[config.mk]
export PLATFORM = sky130hd
export DESIGN_NAME = supply_supervisor
export DESIGN_NICKNAME = d
export VERILOG_FILES = /design/src/rtl/supsup_pkg.sv /design/src/rtl/mrst_debounce.sv /design/src/rtl/hold_timer.sv /design/src/rtl/aux_channel.sv /design/src/rtl/supply_supervisor.sv
export SDC_FILE = /design/constraint.sdc
export NUM_CORES = 1
export LEC_CHECK = 0
export CAP_MARGIN = 10
export CORE_ASPECT_RATIO = 1.1
export CORE_UTILIZATION = 25
export CTS_CLUSTER_DIAMETER = 200
export CTS_CLUSTER_SIZE = 40
export DETAILED_ROUTE_END_ITERATION = 10
export DONT_BUFFER_PORTS = 1
export GPL_TIMING_DRIVEN = 0
export PLACE_DENSITY_LB_ADDON = 0.08
export SLEW_MARGIN = 20
export SYNTH_ARGS = -nofsm -noshare
export SYNTH_HDL_FRONTEND = slang
export SYNTH_SLANG_ARGS = --single-unit
[constraint.sdc]
create_clock -name clk -period 1.4 [get_ports clk]
set_input_delay 0.07 -clock clk [delete_from_list [all_inputs] [get_ports clk]]
set_output_delay 0.07 -clock clk [all_outputs]
set_load 0.01 [all_outputs]
[src/rtl/supsup_pkg.sv]
package supsup_pkg;

  typedef enum logic [1:0] {
    HOLD_SHORT = 2'b00,
    HOLD_MED   = 2'b01,
    HOLD_LONG  = 2'b10,
    HOLD_MAX   = 2'b11
  } hold_sel_e;

  function automatic int unsigned max4(input int unsigned a, input int unsigned b,
                                       input int unsigned c, input int unsigned d);
    int unsigned m;
    m = a;
    if (b > m) m = b;
    if (c > m) m = c;
    if (d > m) m = d;
    return m;
  endfunction

endpackage

[src/rtl/mrst_debounce.sv]
module mrst_debounce #(
  parameter int unsigned SYNC_STAGES   = 2,
  parameter int unsigned STABLE_CYCLES = 8
) (
  input  logic clk,
  input  logic rst_n,
  input  logic raw_i,
  output logic level_o
);
  localparam int unsigned CW = $clog2(STABLE_CYCLES + 1);

  logic [SYNC_STAGES-1:0] sync_q;
  logic                   sync_lvl;
  logic [CW-1:0]          cnt_q, cnt_d;
  logic                   level_q, level_d;
  logic                   cnt_en;

  always_ff @(posedge clk or negedge rst_n) begin
    if (!rst_n) sync_q <= '0;
    else        sync_q <= {sync_q[SYNC_STAGES-2:0], raw_i};
  end

  assign sync_lvl = sync_q[SYNC_STAGES-1];

  always_comb begin
    cnt_d   = cnt_q;
    level_d = level_q;
    if (sync_lvl == level_q) begin
      cnt_d = '0;
    end else if (cnt_q == CW'(STABLE_CYCLES - 1)) begin
      cnt_d   = '0;
      level_d = sync_lvl;
    end else begin
      cnt_d = cnt_q + 1'b1;
    end
  end

  assign cnt_en = (sync_lvl != level_q) || (cnt_q != '0);

  always_ff @(posedge clk or negedge rst_n) begin
    if (!rst_n) begin
      cnt_q   <= '0;
      level_q <= 1'b0;
    end else if (cnt_en) begin
      cnt_q   <= cnt_d;
      level_q <= level_d;
    end
  end

  assign level_o = level_q;
endmodule

[src/rtl/hold_timer.sv]
module hold_timer
  import supsup_pkg::*;
#(
  parameter int unsigned HOLD0 = 50,
  parameter int unsigned HOLD1 = 100,
  parameter int unsigned HOLD2 = 200,
  parameter int unsigned HOLD3 = 400,
  parameter int unsigned CW    = 9
) (
  input  logic       clk,
  input  logic       rst_n,
  input  logic       fault_i,
  input  logic [1:0] sel_i,
  output logic       active_o
);
  logic [CW-1:0] left_q, left_d, load_val;
  logic          act_q, act_d;
  logic          upd_en;

  always_comb begin
    unique case (hold_sel_e'(sel_i))
      HOLD_SHORT: load_val = CW'(HOLD0);
      HOLD_MED:   load_val = CW'(HOLD1);
      HOLD_LONG:  load_val = CW'(HOLD2);
      default:    load_val = CW'(HOLD3);
    endcase
  end

  always_comb begin
    left_d = left_q;
    act_d  = act_q;
    if (fault_i) begin
      left_d = load_val;
      act_d  = 1'b1;
    end else if (left_q != '0) begin
      left_d = left_q - 1'b1;
      act_d  = (left_q != CW'(1));
    end else begin
      act_d = 1'b0;
    end
  end

  assign upd_en = fault_i || (left_q != '0) || act_q;

  always_ff @(posedge clk or negedge rst_n) begin
    if (!rst_n) begin
      left_q <= CW'(HOLD3);
      act_q  <= 1'b1;
    end else if (upd_en) begin
      left_q <= left_d;
      act_q  <= act_d;
    end
  end

  assign active_o = act_q;
endmodule

[src/rtl/aux_channel.sv]
module aux_channel (
  input  logic clk,
  input  logic rst_n,
  input  logic above_i,
  input  logic arm_we_i,
  input  logic arm_bit_i,
  output logic alarm_o,
  output logic status_o
);
  logic alarm_q;
  logic stat_q, stat_d;
  logic stat_en;

  always_comb begin
    stat_d = arm_we_i ? arm_bit_i : stat_q;
    if (above_i) stat_d = 1'b0;
  end

  assign stat_en = arm_we_i || above_i;

  always_ff @(posedge clk or negedge rst_n) begin
    if (!rst_n) alarm_q <= 1'b0;
    else        alarm_q <= above_i;
  end

  always_ff @(posedge clk or negedge rst_n) begin
    if (!rst_n)       stat_q <= 1'b0;
    else if (stat_en) stat_q <= stat_d;
  end

  assign alarm_o  = alarm_q;
  assign status_o = stat_q;
endmodule

[src/rtl/supply_supervisor.sv]
module supply_supervisor
  import supsup_pkg::*;
#(
  parameter int unsigned NAUX      = 2,
  parameter int unsigned DB_CYCLES = 8,
  parameter int unsigned HOLD0     = 50,
  parameter int unsigned HOLD1     = 100,
  parameter int unsigned HOLD2     = 200,
  parameter int unsigned HOLD3     = 400
) (
  input  logic            clk,
  input  logic            rst_n,
  input  logic            main_below_i,
  input  logic [NAUX-1:0] aux_above_i,
  input  logic            mrst_raw_i,
  input  logic [1:0]      hold_sel_i,
  input  logic            arm_we_i,
  input  logic [NAUX-1:0] arm_data_i,
  output logic            sys_rst_o,
  output logic [NAUX-1:0] aux_alarm_o,
  output logic [NAUX-1:0] aux_status_o
);
  localparam int unsigned HOLD_MAXV = max4(HOLD0, HOLD1, HOLD2, HOLD3);
  localparam int unsigned HCW       = $clog2(HOLD_MAXV + 1);

  logic manual_lvl;
  logic fault;

  mrst_debounce #(
    .SYNC_STAGES  (2),
    .STABLE_CYCLES(DB_CYCLES)
  ) u_debounce (
    .clk    (clk),
    .rst_n  (rst_n),
    .raw_i  (mrst_raw_i),
    .level_o(manual_lvl)
  );

  assign fault = main_below_i | manual_lvl;

  hold_timer #(
    .HOLD0(HOLD0),
    .HOLD1(HOLD1),
    .HOLD2(HOLD2),
    .HOLD3(HOLD3),
    .CW   (HCW)
  ) u_hold (
    .clk     (clk),
    .rst_n   (rst_n),
    .fault_i (fault),
    .sel_i   (hold_sel_i),
    .active_o(sys_rst_o)
  );

  for (genvar g = 0; g < NAUX; g++) begin : g_aux
    aux_channel u_chan (
      .clk      (clk),
      .rst_n    (rst_n),
      .above_i  (aux_above_i[g]),
      .arm_we_i (arm_we_i),
      .arm_bit_i(arm_data_i[g]),
      .alarm_o  (aux_alarm_o[g]),
      .status_o (aux_status_o[g])
    );
  end
endmodule

### Word level (Yosys, flattened, before mapping)

Cells that the tools add are included.

* bits in registers: 21
* bits of input ports: 11
* output and inout bits: 5
* word-level logic and storage cells: 45

* $add $sub $neg: 2
* equal/unequal tests: 6
* multiplexer cells: 11
* bitwise operators: 2
* reduce and logical (&&, ||, !) cells: 15

Operators by type and width (count)
* $pmux 9 s3: 1
* $mux 9: 2
* $ne 9x1->1 const B: 1
* $reduce_bool 9->1: 1
* $sub 9x1->9 const B: 1
* $mux 4: 2
* $mux 1: 6
* $reduce_and 2->1: 3
* $reduce_bool 2->1: 3
* $logic_or 1x1->1: 5
* $add 4x1->4 const B: 1
* $eq 4x3->1 const B: 1
* $reduce_bool 4->1: 1
* $reduce_and 3->1: 1
* $eq 2x1->1 const B: 1
* $eq 2x2->1 const B: 1
* $logic_not 2->1: 1
* $eq 1x1->1: 1
* $ne 1x1->1: 1
* $not 1->1: 1
* $or 1x1->1: 1

### Depth between registers and ports, before layout

Gate-level depths: netlist (run 1).

* word-level depth: 4
* mapped depth: 7
* depth with buffers taken out: 6

### Hierarchy

Synthesis (run 1) repeated with hierarchy kept, for this count alone.

* cells, all modules: 111
* area, all modules: 1172.4 µm²

By module, submodules not included
* hold_timer: times used 1, cells each 76, area an instance 713.2 µm², seq. area each 255.2 µm²
* mrst_debounce: times used 1, cells each 26, area an instance 325.3 µm², seq. area each 175.2 µm²
* aux_channel: times used 2, cells each 4, area an instance 63.8 µm², seq. area each 50.0 µm²
* supply_supervisor: times used 1, cells each 1, area an instance 6.3 µm², seq. area each 0.0 µm²

### Least setup slack after synthesis (run 1)

No wires, ideal clock.

* path type: register to register
* start point: reg u_hold.left_q[0]
* end point: reg u_hold.left_q[8]
* setup time: 0.089 ns
* arrival time: 1.438 ns
* data required time: 1.311 ns
* setup slack: -0.127 ns
* stages on the path, launching flop included: 7
* buffers on the path: 0
* clock period less this slack: 1.527 ns
* path through: dfrtp_1 inv_1 ha_1 nor3b_1 nand2_1 xor2_1 a211oi_1

* word-level cells in the longest chain between the ends: 4
* elaborated cells between the ends (all ways): 8
* those cells by class: 1 x add/sub; 2 x mux; 5 x reduce/logical

Ends and longest elaborated chain
* from (decl): RTL line hold_timer.sv:16 `logic [CW-1:0] left_q, left_d, load_val;`
* from (signal assigned): RTL line hold_timer.sv:47 `left_q <= CW'(HOLD3);`
* from (signal assigned): RTL line hold_timer.sv:50 `left_q <= left_d;`
* branches (longest 4 deep; another with $sub 9x1->9)

Several ways; the timed one is not identified. The select of a mux whose other input is x is not followed.
A chain may end at the register's enable or synchronous reset.

### Final worst setup path (run 1)

* start point: reg u_hold.left_q[2]
* end point: reg u_hold.left_q[7]

Same word-level chain as after synthesis.

==> qor.csv, run 1 <==
metric,value,unit
outcome,"complete, but fails checks",
failing checks,negative setup slack,
Crit. End Element,flop,
startpoint types,flop,
Setup WS pre-CTS,-240,ps
Worst-Skew Late Latency,260,ps
Max Cap Viol,0,
ANT cells,0,
mapped cell area,0.00115,sq mm
Post-Route WL,2470,microns
Area after DPL,0.00124,sq mm
final worst-path cycle share,109,%
Total GRT Usage,10.9,%
Leak,0.670,nW
IO Port Bufs,0,
Final Setup Violations,8,
DRC,0,
clk slew on worst S/H paths,80,ps
Final Core Density,36.0,%
die area,0.00487,sq mm
CP arrival,1710,ps
critical path type,reg2reg,
pin count of the biggest net entering global routing,22,
Synth Area per Inst,10.6,sq um
synth top area cells,"dfrtp_1 37%, ha_1 11%, dfstp_2 9.1%, nor2_1 5.2%, a211oi_1 3.3%",
fin area,0.00156,sq mm
"most common cell after layout, fill and taps aside",nor2_1,
PwrDens,1710,mW/mm^2
vias,838,
Routed wire per std cell,13.2,microns
Yosys cell types,36,
"Slew Viols, Final",0,
Max Clock Skew,5.39,ps
min Tclk post-route,1530,ps
"FF+latch count, synth",21,
"critical path fanouts, max",4,
io pins,16,
Via density,4.48,
Max VDD drop,0.671,mV
detailed router's first-iteration violation count,13,
Synth Net Count,129,
CTS tree,done,
initial antenna violation count,0,
vias in the first global route,878,
CP required,1590,ps
FP Rows,25,
global route total overflow,0,
# clock sinks,21,
nets,155,
Die H,73.1,microns
"Hold Violations, Final",0,
first-pass GRT wire length,4020,microns
"commonest cells after routing, fill and taps aside","16 x nor2_1, 14 x buf_4, 14 x dfrtp_1",
Core Box Area,0.00435,sq mm
final worst setup slack,-126,ps
Worst Max-Slew Pin Slew,491,ps
"Warnings, synthesis",0,
initial core utilization,26.4,%
Synth area leader,dfrtp_1,
post-synth top area share,37.0,%
die width,66.7,microns
H-tree levels,1,
GPL Wtd Cong,0.705,
sequential area share after synthesis,46.1,%
Relative slew margins,67.2,%
Syn Inst Count,108,
Area Overhead vs Synth,36.0,%
clk root buf,clkbuf_8,
hold crit path type,in2reg,
cts bufs inserted,3,
Max Root-Sink Buffers,2,
RSZ-0062 raised after global routing,true,
Max Fclk,0.655,GHz
number of fill cells in the layout,432,
post-route ant nets,0,
dpl hpwl,1550,microns
TritonRoute pass-1 iters,2,
share of layout cells above drive strength 1,39.8,%
==> cell type report <==
| cell class | instances | area [sq um] | area share (%) |
|---|---|---|---|
| flip-flops and latches | 21 | 534 | 34.2 |
| inverters | 6 | 22.5 | 1.44 |
| plain buffers | 7 | 50.0 | 3.20 |
| clock buffers | 3 | 41.3 | 2.64 |
| repair buffers | 21 | 183 | 11.7 |
| well taps | 54 | 67.6 | 4.32 |
| clock inverters | 1 | 5.00 | 0.320 |
| multi-input cells | 74 | 661 | 42.2 |
==> report_power, final <==
group	total, W	switching [W]	leakage (nW)	internal (W)
Clock	0.000400	0.000202	0.0255	0.000198
Combinational	0.00121	0.000554	0.395	0.000658
Sequential	0.00107	0.000248	0.249	0.000822
==> cells in the mapped netlist (all sizes together) <==
master / instances
dfrtp: 17
nor2: 16
ha: 10
nor3: 7
a211oi: 6
buf: 6
inv: 6
dfstp: 4
xor2: 4
nand2: 3
xnor2: 3
a21oi: 2
and3: 2
mux2: 2
mux2i: 2
nor4: 2
o21a: 2
a21o: 1
clkbuf: 1
nand3: 1
nand4: 1
nand4b: 1
nor2b: 1
nor3b: 1
nor4b: 1
nor4bb: 1
o21bai: 1
o31ai: 1
o32ai: 1
or2: 1
or4: 1
==> timing repair <==
action,CTS,global route
endpoints found under the setup margin,9,12
resized for setup,11,15
gates cloned,0,1
endpoints found under the hold margin,26,17
hold buffers,8,1
pin swaps,5,8
setup buffers,3,8
==> registers in the layout, indices dropped and copies added, names as in the netlist <==
name,cells
u_hold.left_q,9
u_debounce.cnt_q,4
g_aux.u_chan.alarm_o,2
g_aux.u_chan.status_o,2
u_debounce.sync_q,2
u_debounce.level_o,1
u_hold.active_o,1
==> worst max-delay path: stages, from the launching register on <==
cell and delay, ps:
dfrtp_2 410, or4_4 580, nor4_4 160, xnor2_1 100
a211oi_2 210
==> through the flow <==
step	instances	setup TNS, ps	hold WS (ps)	power (W)
floorplan	108	-135	-226	0.00169
global placement	162	-1810	-224	0.00185
detailed placement	162	-1680	-225	0.00186
CTS	177	-725	107	0.00246
global route	187	-1290	136	0.00290
finish	187	-579	104	0.00268
==> cells by family (layout without fill, tap and decap cells) <==
logic type,count (synthesis),count (layout),share of synthesized area (%)
and+or+nand+nor,39,39,18.9
DFF,21,21,46.1
AOI/OAI and AO/OA,14,14,9.36
buffers and inverters,13,38,5.66
adders and majority gates,10,10,10.9
xor gates and xnor gates,7,7,5.33
muxes,4,4,3.70
==> per-layer routing <==
layer | vias to the layer above | global-route usage [%] | wire (microns)
met5 | - | 0 | 0
met4 | 0 | 3.55 | 28
met3 | 4 | 1.41 | 42
met2 | 6 | 18.9 | 1350
met1 | 411 | 14.0 | 1050
li1 | 417 | - | -
==> path summary, 6_finish.rpt <==
kind / from / slack [ps] / to / cells past startpoint
worst max-delay path: u_hold.left_q[2] / -130 / u_hold.left_q[7] / 4
worst min-delay path: hold_sel_i[0] / 100 / u_hold.left_q[4] / 3
worst max register to register: u_hold.left_q[2] / -130 / u_hold.left_q[7] / 4
worst min register to register: u_debounce.sync_q[0] / 360 / u_debounce.sync_q[1] / 0
max in group asynchronous: rst_n / 720 / u_hold.left_q[2] / 2
min in group asynchronous: rst_n / 320 / u_debounce.cnt_q[3] / 2
Note: power is estimated with default switching activity, not from simulation.
==> inputs of run 2 (changes only) <==
Settings changed: CORE_MARGIN set to 1, CORE_UTILIZATION 25 to 44.
==> qor.csv, run 2 (synthesis results as in run 1) <==
metric,value,unit
clk root buf,clkbuf_4,
Via density,5.21,
Max Cap Viol,0,
"most common cell after layout, fill and taps aside",nor2_1,
"commonest cells after routing, fill and taps aside","16 x nor2_1, 14 x dfrtp_1, 11 x buf_4",
Worst Max-Slew Pin Slew,927,ps
max FFs per register,9,
CTS tree,done,
Total GRT Usage,18.3,%
share of layout cells above drive strength 1,34.4,%
Max Fclk,0.651,GHz
# clock sinks,21,
crit path cell chain,or4_4 -> nor4_4 -> xnor2_1 -> a211oi_2,
clk slew on worst S/H paths,120,ps
first-pass GRT wire length,3900,microns
Final Setup Violations,9,
Worst-Skew Late Latency,290,ps
CP arrival,1770,ps
RSZ-0062 raised after global routing,true,
Relative slew margins,38.0,%
"critical path fanouts, max",4,
hold crit path type,in2reg,
Max Root-Sink Buffers,2,
critical path type,reg2reg,
cts bufs inserted,3,
Routed wire per std cell,13.9,microns
global route total overflow,0,
die area,0.00282,sq mm
Reg with most FFs,u_hold.left_q,
ANT cells,0,
io pins,16,
Crit path max-delay family,simple AND/OR/NAND/NOR gates,
outcome,"complete, but fails checks",
PwrDens,1700,mW/mm^2
detailed router's first-iteration violation count,16,
CP required,1630,ps
combinational power share,45.6,%
Core Box Area,0.00250,sq mm
startpoint types,flop,
fin area,0.00144,sq mm
Sw Pwr,0.000918,W
nets,150,
Max VDD drop,1.07,mV
Reg power frac,42.6,%
vias in the first global route,883,
Setup WS pre-CTS,-188,ps
initial antenna violation count,0,
GPL Wtd Cong,0.710,
H-tree levels,1,
"Hold Violations, Final",0,
IO Port Bufs,0,
initial core utilization,46.1,%
final worst setup slack,-137,ps
crit-path max cell delay,580,ps
Crit. End Element,flop,
TritonRoute pass-1 iters,4,
setup TNS,-949,ps
post-route ant nets,0,
vias,828,
"Slew Viols, Final",0,
Max Clock Skew,3.44,ps
Leak,0.622,nW
die width,50.7,microns
Area Overhead vs Synth,25.0,%
final worst-path cycle share,110,%
pin count of the biggest net entering global routing,22,
Final Core Density,57.6,%
min Tclk post-route,1540,ps
Clock power frac,11.8,%
switching portion of total power,37.7,%
biggest regs,"u_hold.left_q x9, u_debounce.cnt_q x4",
Int Pwr,0.00152,W
Area after DPL,0.00121,sq mm
failing checks,negative setup slack,
DRC,0,
Worst path slowest cell,or4_4,
buffer and inverter count on the worst path,0,
Post-Route WL,2220,microns
FP Rows,19,
Die H,55.6,microns
==> run 2: cell types whose count changed in the layout (fill, tap and decap cells not counted), sizes merged <==
| cell | previous run | this run |
|---|---|---|
| buf | 19 | 14 |
==> run 2: final cells by class <==
| class | count | area, sq um |
|---|---|---|
| buffer | 7 | 48.8 |
| clock buffer | 3 | 22.5 |
| clock inverter | 1 | 5.00 |
| fill | 227 | 1060 |
| inverter | 6 | 22.5 |
| multi-input combinational | 74 | 628 |
| sequential | 21 | 534 |
| tap | 31 | 38.8 |
| timing repair buffer | 16 | 138 |
==> run 2: power groups by stage <==
stage / logic (W) / clock network (W) / registers, W
after detailed placement: 0.000792 / 0 / 0.00106
after floorplan: 0.000674 / 0 / 0.00101
after CTS: 0.00105 / 0.000298 / 0.00103
after global routing: 0.00125 / 0.000331 / 0.00107
after global placement: 0.000774 / 0 / 0.00105
final: 0.00111 / 0.000287 / 0.00104
==> run 2: layer usage <==
layer	GRT usage, %	up-vias	routed length, microns
li1	-	412	-
met1	20.6	406	954
met2	34.1	8	1200
met3	3.01	2	53
met4	5.56	0	12
met5	0	-	0
==> run 2: worst reg2reg max path: cells and delay by family, from the launching register on <==
kind	cells	cell delay, ps
XOR/XNOR	1	110
AO/OA/AOI/OAI	1	210
AND/OR/NAND/NOR	2	740
flip-flops	1	420
==> run 2: worst paths after layout <==
check | from | endpoint | slack (ps) | cells past startpoint
max in group asynchronous | rst_n | u_hold.left_q[2] | 430 | 1
worst max-delay path | u_hold.left_q[2] | u_hold.left_q[7] | -140 | 4
min in group asynchronous | rst_n | u_debounce.cnt_q[2] | 350 | 1
worst min-delay path | hold_sel_i[0] | u_hold.left_q[4] | 60 | 3
worst min register to register | u_debounce.sync_q[0] | u_debounce.sync_q[1] | 370 | 0
worst max register to register | u_hold.left_q[2] | u_hold.left_q[7] | -140 | 4
==> run 2: through the flow <==
step	total power [W]	hold WS [ps]	std cells
floorplan	0.00169	-226	108
CTS	0.00238	57.3	157
global placement	0.00183	-225	139
detailed placement	0.00185	-225	139
finish	0.00244	62.2	159
global route	0.00264	82.1	159
==> run 2: repair_timing <==
action                                  CTS  global route
pin swaps                                 5             1
endpoints found under the setup margin    9            12
hold buffers                              8             0
resized for setup                        12             3
gates cloned                              1             0
endpoints found under the hold margin    26             0
setup buffers                             5             2
